$ cat src/rtl/cdec_pkg.sv
package cdec_pkg;

  typedef enum logic [3:0] {
    OP_OTHER = 4'd0,
    OP_SYS_RD = 4'd1,
    OP_SYS_WR = 4'd2,
    OP_RFE = 4'd3,
    OP_NOP = 4'd4,
    OP_GEO_DRD = 4'd5,
    OP_GEO_CRD = 4'd6,
    OP_GEO_DWR = 4'd7,
    OP_GEO_CWR = 4'd8,
    OP_GEO_CMD = 4'd9,
    OP_TRAP = 4'd10
  } cdec_op_e;

  localparam logic [5:0] PRI_SYS = 6'h10;
  localparam logic [5:0] PRI_GEO = 6'h12;

endpackage

$ cat src/rtl/cdec_sys_class.sv
module cdec_sys_class
  import cdec_pkg::*;
#(
  parameter logic [31:0] RD_FAULT_MASK = 32'h0000_0417
) (
  input  logic [4:0] rs,
  input  logic [4:0] rd,
  input  logic [4:0] sub_fn,
  output cdec_op_e   op,
  output logic       trap
);

  cdec_op_e op_raw;
  logic     trap_raw;

  always_comb begin
    op_raw   = OP_NOP;
    trap_raw = 1'b0;
    if (rs[4]) begin
      unique case (sub_fn)
        5'h10:                     op_raw = OP_RFE;
        5'h01, 5'h02, 5'h06, 5'h08: trap_raw = 1'b1;
        default:                   op_raw = OP_NOP;
      endcase
    end else begin
      unique case (rs)
        5'h00: begin
          if (RD_FAULT_MASK[rd]) trap_raw = 1'b1;
          else                   op_raw = OP_SYS_RD;
        end
        5'h04:        op_raw = OP_SYS_WR;
        5'h02, 5'h06: trap_raw = 1'b1;
        default:      op_raw = OP_NOP;
      endcase
    end
  end

  assign op   = trap_raw ? OP_TRAP : op_raw;
  assign trap = trap_raw;

endmodule

$ cat src/rtl/cdec_geo_class.sv
module cdec_geo_class
  import cdec_pkg::*;
#(
  parameter int CMD_W = 6
) (
  input  logic [4:0]       rs,
  input  logic [CMD_W-1:0] fn,
  output cdec_op_e         op,
  output logic [CMD_W-1:0] cmd
);

  always_comb begin
    op  = OP_NOP;
    cmd = '0;
    if (rs[4]) begin
      op  = OP_GEO_CMD;
      cmd = fn;
    end else begin
      unique case (rs)
        5'h00:   op = OP_GEO_DRD;
        5'h02:   op = OP_GEO_CRD;
        5'h04:   op = OP_GEO_DWR;
        5'h06:   op = OP_GEO_CWR;
        default: op = OP_NOP;
      endcase
    end
  end

endmodule

$ cat src/rtl/cdec_ovf.sv
module cdec_ovf #(
  parameter int XLEN = 32
) (
  input  logic [XLEN-1:0] a,
  input  logic [XLEN-1:0] b,
  input  logic            sub,
  output logic [XLEN-1:0] res,
  output logic            ovf
);

  localparam int MSB = XLEN - 1;

  logic [XLEN-1:0] sign_terms;

  always_comb begin
    if (sub) begin
      res        = a - b;
      sign_terms = (a ^ b) & (a ^ res);
    end else begin
      res        = a + b;
      sign_terms = (a ^ ~b) & (a ^ res);
    end
  end

  assign ovf = sign_terms[MSB];

  logic unused_terms;
  assign unused_terms = ^sign_terms[MSB-1:0];

endmodule

$ cat src/rtl/cop_decode_stage.sv
module cop_decode_stage
  import cdec_pkg::*;
#(
  parameter int          XLEN          = 32,
  parameter int          RI_CODE       = 10,
  parameter int          CAUSE_W       = 8,
  parameter int          SYNC_STAGES   = 2,
  parameter logic [31:0] RD_FAULT_MASK = 32'h0000_0417
) (
  input  logic               clk,
  input  logic               rst_n,
  input  logic               in_valid,
  input  logic [31:0]        in_insn,
  input  logic [XLEN-1:0]    in_next_pc,
  input  logic [XLEN-1:0]    ar_a,
  input  logic [XLEN-1:0]    ar_b,
  input  logic               ar_sub,
  output logic [XLEN-1:0]    ar_res,
  output logic               ar_ovf,
  output logic               out_valid,
  output logic [3:0]         out_op,
  output logic [4:0]         out_rt,
  output logic [4:0]         out_rd,
  output logic [5:0]         out_cmd,
  output logic               trap_req,
  output logic [CAUSE_W-1:0] trap_cause,
  output logic [XLEN-1:0]    trap_epc
);

  localparam int               CMD_W     = 6;
  localparam logic [CAUSE_W-1:0] CAUSE_VAL = CAUSE_W'(RI_CODE << 2);
  localparam logic [XLEN-1:0]  INSN_BYTES = XLEN'(4);

  // reset: asserted asynchronously, released through a flop chain
  logic [SYNC_STAGES-1:0] rst_chain;
  logic                   rst_q;

  genvar gi;
  generate
    for (gi = 0; gi < SYNC_STAGES; gi++) begin : g_rst_sync
      always_ff @(posedge clk or negedge rst_n) begin
        if (!rst_n) begin
          rst_chain[gi] <= 1'b0;
        end else begin
          if (gi == 0) rst_chain[gi] <= 1'b1;
          else         rst_chain[gi] <= rst_chain[(gi == 0) ? 0 : gi-1];
        end
      end
    end
  endgenerate

  assign rst_q = rst_chain[SYNC_STAGES-1];

  // field split
  logic [5:0]       f_pri;
  logic [4:0]       f_rs;
  logic [4:0]       f_rt;
  logic [4:0]       f_rd;
  logic [CMD_W-1:0] f_fn;

  assign f_pri = in_insn[31:26];
  assign f_rs  = in_insn[25:21];
  assign f_rt  = in_insn[20:16];
  assign f_rd  = in_insn[15:11];
  assign f_fn  = in_insn[5:0];

  logic unused_shamt;
  assign unused_shamt = ^in_insn[10:6];

  // classifiers
  cdec_op_e         sys_op;
  logic             sys_trap;
  cdec_op_e         geo_op;
  logic [CMD_W-1:0] geo_cmd;

  cdec_sys_class #(
    .RD_FAULT_MASK(RD_FAULT_MASK)
  ) u_sys (
    .rs    (f_rs),
    .rd    (f_rd),
    .sub_fn(f_fn[4:0]),
    .op    (sys_op),
    .trap  (sys_trap)
  );

  cdec_geo_class #(
    .CMD_W(CMD_W)
  ) u_geo (
    .rs (f_rs),
    .fn (f_fn),
    .op (geo_op),
    .cmd(geo_cmd)
  );

  cdec_ovf #(
    .XLEN(XLEN)
  ) u_ovf (
    .a  (ar_a),
    .b  (ar_b),
    .sub(ar_sub),
    .res(ar_res),
    .ovf(ar_ovf)
  );

  // next-state selection
  cdec_op_e         dec_op;
  logic             dec_trap;
  logic [CMD_W-1:0] dec_cmd;
  logic [XLEN-1:0]  dec_epc;

  always_comb begin
    dec_op   = OP_OTHER;
    dec_trap = 1'b0;
    dec_cmd  = '0;
    if (f_pri == PRI_SYS) begin
      dec_op   = sys_op;
      dec_trap = sys_trap;
    end else if (f_pri == PRI_GEO) begin
      dec_op  = geo_op;
      dec_cmd = geo_cmd;
    end
  end

  assign dec_epc = in_next_pc - INSN_BYTES;

  logic valid_nxt;
  logic trap_nxt;

  assign valid_nxt = in_valid & ~dec_trap;
  assign trap_nxt  = in_valid & dec_trap;

  // strobe registers
  always_ff @(posedge clk or negedge rst_q) begin
    if (!rst_q) begin
      out_valid <= 1'b0;
      trap_req  <= 1'b0;
    end else begin
      out_valid <= valid_nxt;
      trap_req  <= trap_nxt;
    end
  end

  // payload registers, loaded on accept
  always_ff @(posedge clk or negedge rst_q) begin
    if (!rst_q) begin
      out_op     <= 4'(OP_OTHER);
      out_rt     <= '0;
      out_rd     <= '0;
      out_cmd    <= '0;
      trap_cause <= '0;
      trap_epc   <= '0;
    end else if (in_valid) begin
      out_op     <= 4'(dec_op);
      out_rt     <= f_rt;
      out_rd     <= f_rd;
      out_cmd    <= dec_cmd;
      trap_cause <= dec_trap ? CAUSE_VAL : '0;
      trap_epc   <= dec_epc;
    end
  end

endmodule

$ cat config.mk
export PLATFORM = sky130hd
export DESIGN_NAME = cop_decode_stage
export DESIGN_NICKNAME = d
export VERILOG_FILES = /design/src/rtl/cdec_pkg.sv /design/src/rtl/cdec_sys_class.sv /design/src/rtl/cdec_geo_class.sv /design/src/rtl/cdec_ovf.sv /design/src/rtl/cop_decode_stage.sv
export SDC_FILE = /design/constraint.sdc
export NUM_CORES = 1
export LEC_CHECK = 0
export ABC_AREA = 1
export BUFFER_PORTS_ARGS = -buffer_cell sky130_fd_sc_hd__buf_4
export CAP_MARGIN = 10
export CORE_UTILIZATION = 56
export CTS_BUF_LIST = sky130_fd_sc_hd__clkbuf_2 sky130_fd_sc_hd__clkbuf_4 sky130_fd_sc_hd__clkbuf_8
export CTS_CLUSTER_SIZE = 40
export DETAILED_ROUTE_END_ITERATION = 12
export PLACE_DENSITY = 0.95
export SLEW_MARGIN = 20
export SYNTH_ARGS = -nofsm -noshare
export SYNTH_HDL_FRONTEND = slang
export SYNTH_SLANG_ARGS = --single-unit
$ cat constraint.sdc
create_clock -name clk -period 2 [get_ports clk]
set_input_delay 0.2 -clock clk [delete_from_list [all_inputs] [get_ports clk]]
set_output_delay 0.2 -clock clk [all_outputs]
set_load 0.01 [all_outputs]
==> impl_metrics.env, run 1 <==
export IMPL_synth_seq_cells=57
export IMPL_yosysUniqueCellTypes=46
export IMPL_yosys_area_share_simple_pct=45.2
export IMPL_rows=45
export IMPL_placed_area_sq_mm=0.0113
export IMPL_cts_path_max_buffers=2
export IMPL_ioPinCount=227
export IMPL_start_util_pct=57.4
export IMPL_syn_avg_cell_area_sq_um=5.69
export IMPL_synth_compound_area_share_pct=9.02
export IMPL_track_usage_pct=87.2
export IMPL_syn_inst=1534
export IMPL_yosysWarnings=0
export IMPL_syn_area_sq_mm=0.00872
export IMPL_haltStage="5_1_grt"
export IMPL_grt_remaining_overflow=475
export IMPL_die_width_um=127
export IMPL_synthAdderAreaFrac_pct=9.50
export IMPL_die_h_um=127
export IMPL_synth_top_family_by_area="simple AND/OR/NAND/NOR gates"
export IMPL_error="[ERROR GRT-0232] Routing congestion too high. Check the congestion heatmap in the GUI."
export IMPL_synthArstFlopShare_pct=100
export IMPL_root_buffer="clkbuf_8"
export IMPL_crit_endpoint="ar_res[22]"
export IMPL_synth_seq_area_share_pct=16.4
export IMPL_status="did not finish"
export IMPL_port_buffers=215
export IMPL_numCtsBuffers=9
export IMPL_synth_edff_count=0
export IMPL_clock_sinks=57
export IMPL_synth_xor_area_share_pct=3.82
export IMPL_place_detailed_hpwl_um=26300
export IMPL_worst_ep_kind="primary output"
export IMPL_h_tree_depth=3
export IMPL_synth_ff_type="dfrtp_1"
export IMPL_synthMuxAreaShare_pct=0
export IMPL_grt_start_max_net_pins=37
export IMPL_place_congestion=1.11
-- stage by stage --
stage	std cells	worst slack, ns	utilization (%)	hold slack, ns
detailed placement	2040	-0.326	74.6	-0.0170
floorplan	1539	0.163	-	-0.0956
CTS	2064	-0.164	80.5	0.0545
global placement	2040	-0.260	74.6	-0.0174
-- synth_stat cells, types with 2 or more instances --
library cell	instances	area share, %
ha_1	63	9.0
nor2_4	8	1.0
buf_6	13	1.7
nor3_1	20	1.1
conb_1	2	0.086
nand3_2	5	0.57
inv_2	12	0.52
or2_2	2	0.14
o211ai_1	3	0.26
nand3_1	92	5.3
a21oi_2	4	0.40
o31ai_1	4	0.34
nor2_2	16	1.1
a21oi_1	52	3.0
inv_1	263	11
xnor2_1	6	0.60
buf_4	21	1.8
nand2_4	4	0.52
nor3_2	8	0.92
nand2_2	13	0.93
dfrtp_1	57	16
xor2_1	32	3.2
nor2_1	138	5.9
a31oi_1	6	0.43
o21bai_1	13	1.1
nand2_1	554	24
o21ai_0	51	2.9
and2_1	9	0.65
buf_2	5	0.29
nand3b_1	2	0.17
clkbuf_1	8	0.34
fa_1	2	0.46
nand4_1	33	2.4
-- cells by family after synthesis --
logic type      Yosys count
xor+xnor                 38
other cells               2
flops                    57
fa+ha+maj                65
simple gates            909
buf+inv                 324
compound gates          139
-- routing by layer --
metal | GRT usage (%) | overflow
met5 | 42.4 | 3
met3 | 75.3 | 12
met1 | 82.3 | 16
met2 | 104 | 312
met4 | 93.1 | 132
-- timing repair --
action                                  CTS
pin swaps                                18
resized for setup                       145
buffers inserted                          7
endpoints found under the setup margin   28
endpoints found under the hold margin     2
hold buffers                              1
==> run 2: changes to the inputs <==
--- a/config.mk
+++ b/config.mk
@@ -8,11 +8,9 @@
 export ABC_AREA = 1
 export BUFFER_PORTS_ARGS = -buffer_cell sky130_fd_sc_hd__buf_4
 export CAP_MARGIN = 10
-export CORE_UTILIZATION = 56
-export CTS_BUF_LIST = sky130_fd_sc_hd__clkbuf_2 sky130_fd_sc_hd__clkbuf_4 sky130_fd_sc_hd__clkbuf_8
-export CTS_CLUSTER_SIZE = 40
+export CORE_UTILIZATION = 40
 export DETAILED_ROUTE_END_ITERATION = 12
-export PLACE_DENSITY = 0.95
+export PLACE_DENSITY_LB_ADDON = 0.15
 export SLEW_MARGIN = 20
 export SYNTH_ARGS = -nofsm -noshare
 export SYNTH_HDL_FRONTEND = slang
==> run 2 against run 1 <==
  * The flow now finishes, with violations (negative setup slack)
  * Area after synthesis did not move
  * Synthesized cell count did not move
==> impl_metrics.env, run 2 <==
export IMPL_place_detailed_hpwl_um=26700
export IMPL_final_common_cell="nand2_1"
export IMPL_cts_path_max_buffers=2
export IMPL_power_leakage_nw=7.53
export IMPL_crit_path_start_kind="input port"
export IMPL_synth_ff_type="dfrtp_1"
export IMPL_synth_edff_count=0
export IMPL_grt_remaining_overflow=0
export IMPL_clk_pin_slew_ns=0.05
export IMPL_die_width_um=150
export IMPL_final_cell_mix="nand2_1 (417), buf_4 (364), inv_1 (210)"
export IMPL_drt_total_wl_um=34000
export IMPL_syn_inst=1534
export IMPL_status="complete, but fails checks"
export IMPL_critical_path_arrival_ns=1.90
export IMPL_coreArea_sq_mm=0.0212
export IMPL_crit_chain="buf_8, inv_4, ha_4, inv_2, fa_2, nand2_2, nand3_2, nand3_2, nand2_2, nand2_2, nand2_4, o21bai_1, xor2_1, buf_4"
export IMPL_clock_sinks=57
export IMPL_wl_per_cell_um=15.5
export IMPL_min_path_type="input port to register"
export IMPL_finalCriticalPeriod_ns=2.10
export IMPL_vias=11200
export IMPL_fmax_mhz=475
export IMPL_vias_per_cell=5.10
export IMPL_finalCritPeriodShare_pct=105
export IMPL_first_iter_violations=686
export IMPL_ir_drop_v=0.000257
export IMPL_n_antenna_cell=0
export IMPL_synth_seq_cells=57
export IMPL_ant_nets=0
export IMPL_drive_above_1_share_pct=44.6
export IMPL_finalHoldViolations=0
export IMPL_worst_path_most_repeated_cell="nand2_2"
export IMPL_min_from="in_insn[19]"
export IMPL_largest_reg_flops=32
export IMPL_rows=53
export IMPL_power_density_mw_per_mm2=471
export IMPL_die_h_um=150
export IMPL_yosysWarnings=0
export IMPL_whs_ns=0.0666
export IMPL_netlist_area_leader_share_pct=23.8
export IMPL_violations="negative setup slack"
export IMPL_clk_latency_ns=0.33
export IMPL_yosys_area_top_type="nand2_1"
export IMPL_netlist_top_cells_area="nand2_1 (24%), dfrtp_1 (16%), inv_1 (11%)"
export IMPL_rr_startpoint="rst_q$_DFF_PN0_"
export IMPL_crit_required_ns=1.80
export IMPL_max_stage_delay_ns=0.38
export IMPL_fin_nets=2112
export IMPL_root_buffer="clkbuf_16"
export IMPL_port_buffers=215
export IMPL_crit_path_start="ar_a[0]"
export IMPL_area_growth_pct=61.4
export IMPL_worstRegToRegCells=1
export IMPL_drv_slew=0
export IMPL_rsz0062_at_grt="yes"
export IMPL_fin_worst_skew_ns=0.00472
export IMPL_antenna_found_initial=0
export IMPL_relSlewSlack_pct=58.4
export IMPL_grt_start_max_net_pins=66
export IMPL_endpoint_kind="primary output"
export IMPL_cts_tree="yes"
export IMPL_syn_avg_cell_area_sq_um=5.69
export IMPL_track_usage_pct=28.9
export IMPL_critPathKind="input port to primary output"
export IMPL_synthTopCellsByCount="nand2_1 (554), inv_1 (263), nor2_1 (138), nand3_1 (92), ha_1 (63)"
export IMPL_grt_pass1_vias=10500
export IMPL_worst_slew_pin_slew_ns=0.624
export IMPL_ioPinCount=227
export IMPL_worstPathMaxFanout=4
export IMPL_grt_pass1_wl_um=50800
export IMPL_yosys_cell_count_top_type="nand2_1"
export IMPL_drc=0
export IMPL_rrSetupSlack_ns=1.16
export IMPL_dieArea_sq_mm=0.0224
export IMPL_h_tree_depth=3
export IMPL_setup_slack_ns=-0.104
export IMPL_crit_slowest_cell="fa_2"
export IMPL_drt_first_pass_iters=5
export IMPL_maxCapViolCount=0
export IMPL_start_util_pct=41.1
export IMPL_critical_path_endpoint="ar_res[10]"
export IMPL_synth_seq_area_share_pct=16.4
export IMPL_place_congestion=0.975
export IMPL_numCtsBuffers=9
export IMPL_p_total_w=0.00664
export IMPL_syn_area_sq_mm=0.00872
export IMPL_largest_register="trap_epc"
export IMPL_r2r_end="out_cmd[0]$_DFFE_PN0P_"
export IMPL_setup_viol=20
export IMPL_synthArstFlopShare_pct=100
export IMPL_top_regs="trap_epc: 32 flops, out_cmd: 6 flops"
export IMPL_yosysUniqueCellTypes=46
[run 2: layout make-up]
class                           instances  area (sq um)
Inverter                              276          1090
Timing Repair Buffer                  413          3350
Clock buffer                           11           253
Sequential cell                        57          1430
Multi-Input combinational cell       1158          7570
Tap cell                              275           344
Fill cell                            1943          7140
Clock inverter                          4          52.6
[run 2: cells by family after synthesis]
group	count (synthesis)	synth area share [%]
AO/OA/AOI/OAI	139	9.02
XOR/XNOR	38	3.82
AND/OR/NAND/NOR	909	45.2
adder cells (fa/ha/maj)	65	9.50
other	2	0.0861
buffers and inverters	324	16.0
flip-flops	57	16.4
[run 2: what timing repair did]
item	CTS	global route
buffers inserted	16	7
setup endpoints to repair	29	29
hold buffers	1	0
hold endpoints to repair	2	0
gates resized for setup	232	312
cloned	0	0
pin swaps	57	123
[run 2: worst min-delay path by stage]
stage                                         to  slack [ns]  cells after the start
after floorplan           rst_chain[0]$_DFF_PN0_        -0.1                      0
final                      out_rt[3]$_DFFE_PN0P_        0.07                      3
after CTS                  out_rt[3]$_DFFE_PN0P_        0.06                      3
after detailed placement  rst_chain[0]$_DFF_PN0_       -0.01                      1
after global placement    rst_chain[0]$_DFF_PN0_       -0.01                      1
after global routing       out_rt[3]$_DFFE_PN0P_        0.08                      3
[run 2: metrics by stage]
stage | instances | TNS [ns] | cell area [sq um] | setup WS, ns | util, %
final | 2194 | -0.848 | 14100 | -0.104 | 66.4
after global routing | 2194 | -2.52 | 14100 | -0.172 | 66.4
after CTS | 2187 | -1.13 | 13000 | -0.151 | 61.4
after detailed placement | 2156 | -6.68 | 11700 | -0.337 | 55.1
after global placement | 2156 | -6.57 | 11700 | -0.414 | 55.1
after floorplan | 1539 | 0 | 8740 | 0.163 | -
[run 2: layer usage]
layer  GRT usage (%)  part of all wire (%)  vias up
met5               0                     0        -
met2            51.3                    49      439
met3            3.17                   6.6       95
met4            13.6                   4.2        0
met1            34.6                    40     5168
li1                -                     -     5477
[run 2: critical path, delay by kind of cell]
family	cells	cell delay (ns)
AND/OR/NAND/NOR	6	0.51
adder cells (fa/ha/maj)	2	0.49
buffers and inverters	4	0.34
XOR/XNOR	1	0.20
AO/OA/AOI/OAI	1	0.16
[run 2: power by group]
part,total (W),switching [W],internal [W]
clock,0.00155,0.000525,0.00102
sequential,0.00130,0.0000565,0.00124
combinational,0.00379,0.00209,0.00170
Power figures use the tool's default switching activity.
